`config.mk`:
```
export PLATFORM = sky130hd
export DESIGN_NAME = sd_cmd_engine
export DESIGN_NICKNAME = d
export VERILOG_FILES = /design/src/rtl/sd_cmd_pkg.sv /design/src/rtl/sd_cmd_frame.sv /design/src/rtl/sd_cmd_guard.sv /design/src/rtl/sd_cmd_rspbuf.sv /design/src/rtl/sd_cmd_engine.sv
export SDC_FILE = /design/constraint.sdc
export NUM_CORES = 1
export LEC_CHECK = 0
export ABC_AREA = 0
export BUFFER_PORTS_ARGS = -buffer_cell sky130_fd_sc_hd__buf_2
export CORE_ASPECT_RATIO = 0.75
export CORE_MARGIN = 2
export CORE_UTILIZATION = 50
export DETAILED_ROUTE_END_ITERATION = 10
export GPL_TIMING_DRIVEN = 0
export PLACE_DENSITY = 0.84
export SLEW_MARGIN = 10
export SYNTH_ARGS = -nofsm -noshare
export SYNTH_HDL_FRONTEND = slang
export SYNTH_SLANG_ARGS = --single-unit
```
`constraint.sdc`:
```
create_clock -name clk -period 2.52 [get_ports clk]
set_input_delay 0.126 -clock clk [delete_from_list [all_inputs] [get_ports clk]]
set_output_delay 0.126 -clock clk [all_outputs]
set_load 0.02 [all_outputs]
```
`src/rtl/sd_cmd_pkg.sv`:
```
package sd_cmd_pkg;
  localparam int FRAME_LEN = 6;
  localparam int RSP_BYTES = 5;
  localparam logic [7:0] IDLE_BYTE = 8'hFF;

  typedef enum logic [2:0] {
    ST_IDLE, ST_SETUP, ST_SEND, ST_POLL, ST_COLLECT, ST_HOLD, ST_DONE
  } eng_state_t;

  // number of response bytes selected by the type code
  function automatic logic [2:0] rsp_len(input logic [2:0] code);
    case (code)
      3'd1:       rsp_len = 3'd2;
      3'd2, 3'd3: rsp_len = 3'd5;
      default:    rsp_len = 3'd1;
    endcase
  endfunction
endpackage

```
`src/rtl/sd_cmd_frame.sv`:
```
module sd_cmd_frame
  import sd_cmd_pkg::*;
(
  input  logic [5:0]  cmd_idx,
  input  logic [31:0] cmd_arg,
  input  logic [6:0]  cmd_crc,
  input  logic [2:0]  sel,
  output logic [7:0]  tx_byte
);
  logic [7:0] fb [FRAME_LEN];

  assign fb[0] = {2'b01, cmd_idx};
  for (genvar g = 1; g <= 4; g++) begin : g_arg
    assign fb[g] = cmd_arg[8*(4-g) +: 8];
  end
  assign fb[FRAME_LEN-1] = {cmd_crc, 1'b1};

  always_comb begin
    tx_byte = IDLE_BYTE;
    for (int i = 0; i < FRAME_LEN; i++)
      if (sel == i[2:0]) tx_byte = fb[i];
  end
endmodule

```
`src/rtl/sd_cmd_guard.sv`:
```
module sd_cmd_guard #(
  parameter int GUARD_CYC = 1250
) (
  input  logic clk,
  input  logic rst_n,
  input  logic start,
  output logic expired
);
  localparam int CW = (GUARD_CYC < 2) ? 1 : $clog2(GUARD_CYC);
  logic [CW-1:0] cnt;

  always_ff @(posedge clk or negedge rst_n) begin
    if (!rst_n)            cnt <= '0;
    else if (start)        cnt <= CW'(GUARD_CYC - 1);
    else if (cnt != '0)    cnt <= cnt - 1'b1;
  end

  assign expired = (cnt == '0);
endmodule

```
`src/rtl/sd_cmd_rspbuf.sv`:
```
module sd_cmd_rspbuf
  import sd_cmd_pkg::*;
(
  input  logic                   clk,
  input  logic                   rst_n,
  input  logic                   clear,
  input  logic                   we,
  input  logic [2:0]             widx,
  input  logic [7:0]             wdata,
  output logic [8*RSP_BYTES-1:0] flat
);
  logic [7:0] b [RSP_BYTES];

  for (genvar g = 0; g < RSP_BYTES; g++) begin : g_byte
    always_ff @(posedge clk or negedge rst_n) begin
      if (!rst_n)                              b[g] <= IDLE_BYTE;
      else if (clear)                          b[g] <= IDLE_BYTE;
      else if (we && widx == 3'(g))            b[g] <= wdata;
    end
    assign flat[8*(RSP_BYTES-1-g) +: 8] = b[g];
  end
endmodule

```
`src/rtl/sd_cmd_engine.sv`:
```
module sd_cmd_engine
  import sd_cmd_pkg::*;
#(
  parameter int GUARD_CYC = 1250,
  parameter int POLL_MAX  = 8
) (
  input  logic                   clk,
  input  logic                   rst_n,
  input  logic                   req_valid,
  output logic                   req_ready,
  input  logic [5:0]             req_index,
  input  logic [31:0]            req_arg,
  input  logic [6:0]             req_crc,
  input  logic [2:0]             req_rtype,
  output logic                   rsp_valid,
  output logic [8*RSP_BYTES-1:0] rsp_bytes,
  output logic                   rsp_timeout,
  output logic                   spi_cs_n,
  output logic                   spi_req,
  output logic [7:0]             spi_tx,
  input  logic                   spi_ack,
  input  logic [7:0]             spi_rx
);
  localparam int PW = (POLL_MAX < 2) ? 1 : $clog2(POLL_MAX);

  eng_state_t    state;
  logic [5:0]    l_idx;
  logic [31:0]   l_arg;
  logic [6:0]    l_crc;
  logic [2:0]    need;
  logic [2:0]    sidx;
  logic [2:0]    cidx;
  logic [PW-1:0] pcnt;
  logic          tmo_q;

  logic accept, got_first, poll_last, go_hold, guard_start, guard_done;
  logic buf_we, buf_clear;
  logic [2:0] buf_widx;
  logic [7:0] frame_byte;

  assign accept    = (state == ST_IDLE) && req_valid;
  assign got_first = (state == ST_POLL) && spi_ack && (spi_rx != IDLE_BYTE);
  assign poll_last = (pcnt == PW'(POLL_MAX - 1));
  always_comb begin
    go_hold = 1'b0;
    if (spi_ack) begin
      if (state == ST_POLL)
        go_hold = got_first ? (need == 3'd1) : poll_last;
      else if (state == ST_COLLECT)
        go_hold = (cidx == need - 3'd1);
    end
  end
  assign guard_start = accept || go_hold;
  assign buf_clear   = accept;
  assign buf_we      = spi_ack && ((state == ST_POLL) || (state == ST_COLLECT));
  assign buf_widx    = (state == ST_POLL) ? 3'd0 : cidx;

  sd_cmd_frame u_frame (
    .cmd_idx (l_idx),
    .cmd_arg (l_arg),
    .cmd_crc (l_crc),
    .sel     (sidx),
    .tx_byte (frame_byte)
  );

  sd_cmd_guard #(.GUARD_CYC(GUARD_CYC)) u_guard (
    .clk     (clk),
    .rst_n   (rst_n),
    .start   (guard_start),
    .expired (guard_done)
  );

  sd_cmd_rspbuf u_buf (
    .clk   (clk),
    .rst_n (rst_n),
    .clear (buf_clear),
    .we    (buf_we),
    .widx  (buf_widx),
    .wdata (spi_rx),
    .flat  (rsp_bytes)
  );

  always_ff @(posedge clk or negedge rst_n) begin
    if (!rst_n) begin
      state <= ST_IDLE;
      l_idx <= '0;
      l_arg <= '0;
      l_crc <= '0;
      need  <= 3'd1;
      sidx  <= '0;
      cidx  <= '0;
      pcnt  <= '0;
      tmo_q <= 1'b0;
    end else begin
      case (state)
        ST_IDLE: if (accept) begin
          l_idx <= req_index;
          l_arg <= req_arg;
          l_crc <= req_crc;
          need  <= rsp_len(req_rtype);
          tmo_q <= 1'b0;
          state <= ST_SETUP;
        end
        ST_SETUP: if (guard_done) begin
          sidx  <= '0;
          state <= ST_SEND;
        end
        ST_SEND: if (spi_ack) begin
          if (sidx == 3'(FRAME_LEN - 1)) begin
            pcnt  <= '0;
            state <= ST_POLL;
          end else begin
            sidx <= sidx + 3'd1;
          end
        end
        ST_POLL: if (spi_ack) begin
          if (got_first) begin
            cidx  <= 3'd1;
            state <= go_hold ? ST_HOLD : ST_COLLECT;
          end else if (poll_last) begin
            tmo_q <= 1'b1;
            state <= ST_HOLD;
          end else begin
            pcnt <= pcnt + 1'b1;
          end
        end
        ST_COLLECT: if (spi_ack) begin
          if (go_hold) state <= ST_HOLD;
          else         cidx  <= cidx + 3'd1;
        end
        ST_HOLD: if (guard_done) state <= ST_DONE;
        default: state <= ST_IDLE;
      endcase
    end
  end

  assign req_ready   = (state == ST_IDLE);
  assign rsp_valid   = (state == ST_DONE);
  assign rsp_timeout = tmo_q;
  assign spi_cs_n    = (state == ST_IDLE) || (state == ST_DONE);
  assign spi_req     = (state == ST_SEND) || (state == ST_POLL) || (state == ST_COLLECT);
  assign spi_tx      = (state == ST_SEND) ? frame_byte : IDLE_BYTE;
endmodule

```
======== After elaboration in Yosys (flattened, before gate mapping) ========
Cells that the tools add are included.
operators by class
  add/sub/neg operators ................... 5
  equality and inequality tests ........... 37
  mux-type cells .......................... 57
  reductions and logical operators ........ 36
operators with widths
  kind                                                 number
  2-to-1 mux 8 bit                                     17
  2-to-1 mux 3 bit                                     23
  inequality test 2 bit (second input constant)        13
  == test 3 x 2 -> 1 bit (second input constant)       8
  one-hot mux 3 bit (2 select lines)                   4
  2-to-1 mux 11 bit                                    2
  == test 3 bit (second input constant)                7
  nonzero test 2 bit                                   10
  one-hot mux 3 bit (6 select lines)                   1
  == test 3 x 1 -> 1 bit (second input constant)       5
  logical NOT 11 bit                                   1
  nonzero test 11 bit                                  1
  subtractor 11 x 1 -> 11 bit (second input constant)  1
  AND reduction 5 bit                                  2
  adder 3 x 1 -> 3 bit (second input constant)         3
  logical AND 1 bit                                    9
  logical NOT 3 bit                                    3
  2-to-1 mux 1 bit                                     9
  AND reduction 9 bit                                  1
  inequality test 8 bit (second input constant)        1
  AND reduction 6 bit                                  1
  logical OR 1 bit                                     5
  AND reduction 4 bit                                  1
  == test 3 bit                                        1
  other kinds (6)                                      6
word-level totals
  bits in registers ....................... 112
  input bits .............................. 60
  output and inout bits ................... 53
  logic and storage cells ................. 150

======== Logic depth before layout (Yosys ltp) ========
  depth in word-level cells ............... 10
  mapped depth ............................ 8
  gate-level depth less buffers ........... 6

======== Hierarchy ========
A second synthesis with hierarchy kept.
second synthesis, totals
  cells, all modules ...................... 494
  area total of the unflattened synthesis .. 5926.9 um^2
modules (own cells, without submodules)
  module         times used  cells each  area each (um^2)  seq. area each (um^2)
  sd_cmd_engine  1           226         3080.5            1527.7
  sd_cmd_rspbuf  1           143         1737.9            1051.0
  sd_cmd_guard   1           61          626.9             275.3
  sd_cmd_frame   1           64          481.7             0.0

======== Worst setup path after synthesis ========
No wires, ideal clock.
  path kind ............................... reg2out
  start point ............................. register sidx[2]
  end point ............................... output port spi_tx[6]
  data arrival time ....................... 1.963 ns
  data required time ...................... 2.394 ns
  path slack .............................. 0.431 ns
  stages on the path, launching flop included .. 9
  buffers on the path ..................... 3
  cell sequence ........................... dfrtp_1 -> clkbuf_1 -> clkinv_1 -> ha_1 -> clkbuf_1 -> clkbuf_1 -> nor3_1 -> a211oi_1 -> o21ai_1
between the ends
  longest elaborated chain between the ends .. 7
  elaborated cells between the ends (all ways) .. 11
  classes of those cells .................. eq/ne (5); mux (6)
RTL lines
  what                           RTL line              source
  from (decl)                    sd_cmd_engine.sv:31   logic [2:0] sidx;
  from (signal assigned)         sd_cmd_engine.sv:113  sidx <= sidx + 3'd1;
  == test 3 x 1 -> 1 bit         sd_cmd_frame.sv:21    if (sel == i[2:0]) tx_byte = fb[i];
  2-to-1 mux 8 bit (4 in a row)  sd_cmd_frame.sv:21
  2-to-1 mux 8 bit (*)           sd_cmd_frame.sv:21
  2-to-1 mux 8 bit (*)           sd_cmd_engine.sv:142  assign spi_tx = (state == ST_SEND) ? frame_byte : IDLE_BYTE;
  to (decl)                      sd_cmd_engine.sv:20   output logic [7:0] spi_tx,
Mark *: on every way between the ends. The rest lies on a longest branch, timed or not.

======== Worst setup path in the final report ========
  start point ............................. register sidx[2]
  end point ............................... output port spi_tx[7]
between the ends
  longest elaborated chain between the ends .. 8
  elaborated cells between the ends (all ways) .. 13
  classes of those cells .................. eq/ne (5); mux (7); reduce/logical (1)
RTL lines
  what                           RTL line
  logical NOT 3 bit              sd_cmd_frame.sv:21
  2-to-1 mux 8 bit (5 in a row)  sd_cmd_frame.sv:21
  2-to-1 mux 8 bit (*)           sd_cmd_frame.sv:21
  2-to-1 mux 8 bit (*)           sd_cmd_engine.sv:142
Marks and branches as above.

==> metrics <==
antenna-violating nets left 0; Port-buffer cells approximately 110; Mapped Cells 606; Tmin final 2.433 ns; First DRT Iteration DRCs roughly 410; die area between 10,000 and 15,000 um2; crit path max fanout 10; FP Rows 33; period utilisation layout 0.9655; Initial Util 0.5138; initial antenna violation count 0; layout filler cell count about 860; Detailed Routing Iterations Pass 1 5; Netlist cell types 59; status finished clean; most frequent cells in the layout 174 x nand2_1, 110 x buf_2, 70 x dfrtp_1; Reg clk slew, reported paths 0.08 ns; post-synthesis adder-cell area fraction 0.02671; hpwl dp 11,030 um; ys flop type dfrtp_1; Tightest Hold Check Type input pin to flop; simple-gate portion of the synthesized area 0.2408; Horiz. Die Dim between 100 and 150 um; Ys Warns 0; largest net degree at the start of global routing 59; Pwr Density roughly 700 nW/um2; post-route insts no fill 920; Final Total Pwr 0.005101 W; share of layout cells above drive strength 1 0.2564; ys async rst share 1.000; dpl cells between 800 and 900; Hold Violations, Final 0; drt drc 0; final setup fails 0; GRT Resource Usage Total 0.2711; synthesized flop and latch total approximately 110; Seq/Total Area, Yosys 0.5077; H-Tree Depth 3; Syn Area/Cell 9.277 um2; Synth Area in Compound Gates 0.1064; CP required about 2.4 ns; Post-Synth XOR/XNOR Area 0.01335; VDD IR max 0.0004226 V; Crit path arrival time around 2.3 ns; routability cong. approximately 1; Wirelength per Cell ~17 um; Syn Std Cell Area 5622 um2; Post-synth EDFFs 0; die height about 96 um; CTS tree yes; Hold WS around 0.010 ns; IO Pins between 100 and 150; fmax 411.0 MHz; Clock Path Buffers 2; vias in the first global route 5,039; clock skew around 0.009 ns; latest clock arrival within the worst-skew pair roughly 0.36 ns; ANT cells 0; Setup TNS 0 ns; core region area roughly 11,000 um2; fin. max-slew vios 0; Final Core Density 0.6615; Setup crit start kind flop; mux contribution to synthesized area 0.06788; CTS sink cnt approximately 110; Max-Cap Viols 0; critical path class flop to output pin; most common library cell in the layout ignoring fill and taps nand2_1; root buffer cell clkbuf_16; slew margin rel. 0.5185; grt total ovfl 0; synth-to-layout area growth 28.76%; Net count, final 847; Lkg Pwr roughly 3.3 nW; CP endpoint kind output pin; Vias between 5k and 6k; main combinational cell family by area after synthesis simple AND/OR/NAND/NOR gates; Worst-Margin Slew 0.7183 ns; Vias/cell approximately 5.7; final WL ~16,000 um; first-pass GRT wire length around 26,000 um; clock buffers created by TritonCTS 9; syn nets ~680
-- cell type report --
| class | count | area [um2] | share of cell area |
|---|---|---|---|
| clock inverters | 6 | 67.56 | 0.009334 |
| well taps | 140 | 175.2 | 0.02420 |
| flip-flops and latches | 112 | 2855 | 0.3945 |
| clock buffers | 10 | 239.0 | 0.03302 |
| inverters | 18 | 68.82 | 0.009507 |
| multi-input cells | 439 | 2618 | 0.3616 |
| plain buffers | 35 | 147.6 | 0.02040 |
| repair buffers | 160 | 1067 | 0.1474 |
-- through the flow --
stage,cell area [um2],setup WS [ns]
floorplan,5622,0.4305
global placement,6357,0.07371
detailed placement,6391,0.04265
CTS,7151,0.006408
global route,7238,-0.02850
finish,7238,0.08686
-- registers in the layout (all words and copies together), names as in the netlist --
signal       flops
u_guard.cnt     11
l_arg           32
rsp_timeout      1
sidx             3
need             3
l_crc            7
u_buf.flat      40
l_idx            6
pcnt             3
state            3
cidx             3
-- per-layer routing --
| layer | routed length (um) | track usage | part of all wire | vias up |
|---|---|---|---|---|
| met5 | 0 | 0 | 0 | - |
| li1 | - | - | - | 2421 |
| met3 | 1082 | 0.04669 | 0.068 | 30 |
| met2 | 7273 | 0.4144 | 0.46 | 217 |
| met4 | 311 | 0.08425 | 0.019 | 0 |
| met1 | 7298 | 0.3977 | 0.46 | 2542 |
-- critical path, cell delays in order (launching register included) --
cell	delay (ns)
dfrtp_2	0.50
clkinv_2	0.14
ha_2	0.28
or3b_2	0.46
a21oi_1	0.15
o32a_1	0.15
o21ai_1	0.07
buf_2	0.20
-- where the power goes --
part           internal, W  total, W  switching, W
clock network     0.000735   0.00147      0.000735
logic             0.000476   0.00110      0.000624
registers          0.00221   0.00253      0.000319
total              0.00342   0.00510       0.00168
-- synthesized netlist by cell type, types with 9 or more instances --
| library cell | count | area [um2] |
|---|---|---|
| nand3_1 | 26 | 130.1 |
| ha_1 | 12 | 150.1 |
| o21ai_0 | 20 | 100.1 |
| o21ai_1 | 19 | 95.09 |
| a31oi_1 | 9 | 56.30 |
| mux2i_1 | 37 | 370.4 |
| nand2_1 | 174 | 653.1 |
| nor2_1 | 14 | 52.55 |
| nand2b_1 | 9 | 56.30 |
| dfrtp_1 | 71 | 1777 |
| inv_1 | 17 | 63.81 |
| dfstp_2 | 41 | 1077 |
| nor3_1 | 11 | 55.05 |
| clkbuf_1 | 35 | 131.4 |
-- path summary, 6_finish.rpt --
path,start,end,slack [ns],cells past startpoint
min reg2reg,l_arg[8]$_DFFE_PN0P_,l_arg[8]$_DFFE_PN0P_,0.48,2
max in group asynchronous,rst_n,u_buf.flat[32]$_DFFE_PN1P_,1.52,3
min,req_arg[21],l_arg[21]$_DFFE_PN0P_,0.01,3
max,sidx[2]$_DFFE_PN0P_,spi_tx[7],0.09,7
max reg2reg,state[1]$_DFFE_PN0P_,state[1]$_DFFE_PN0P_,0.34,5
min in group asynchronous,rst_n,l_arg[6]$_DFFE_PN0P_,0.31,2
-- repair_timing --
action,in CTS,in global routing
gates cloned,0,0
gates resized for setup,6,29
setup buffers,0,2
pin swaps,0,6
hold buffers,45,0
endpoints found under the hold margin,80,0
setup endpoints to repair,8,24
-- kinds of logic (layout without fill, tap and decap cells) --
kind of cell | count (synthesis) | in the layout
fa+ha+maj | 12 | 12
xor+xnor | 7 | 7
simple gates | 291 | 291
mux | 38 | 38
buf+inv | 55 | 229
compound gates | 91 | 91
flops | 112 | 112
Note: power is estimated with default switching activity, not from simulation.
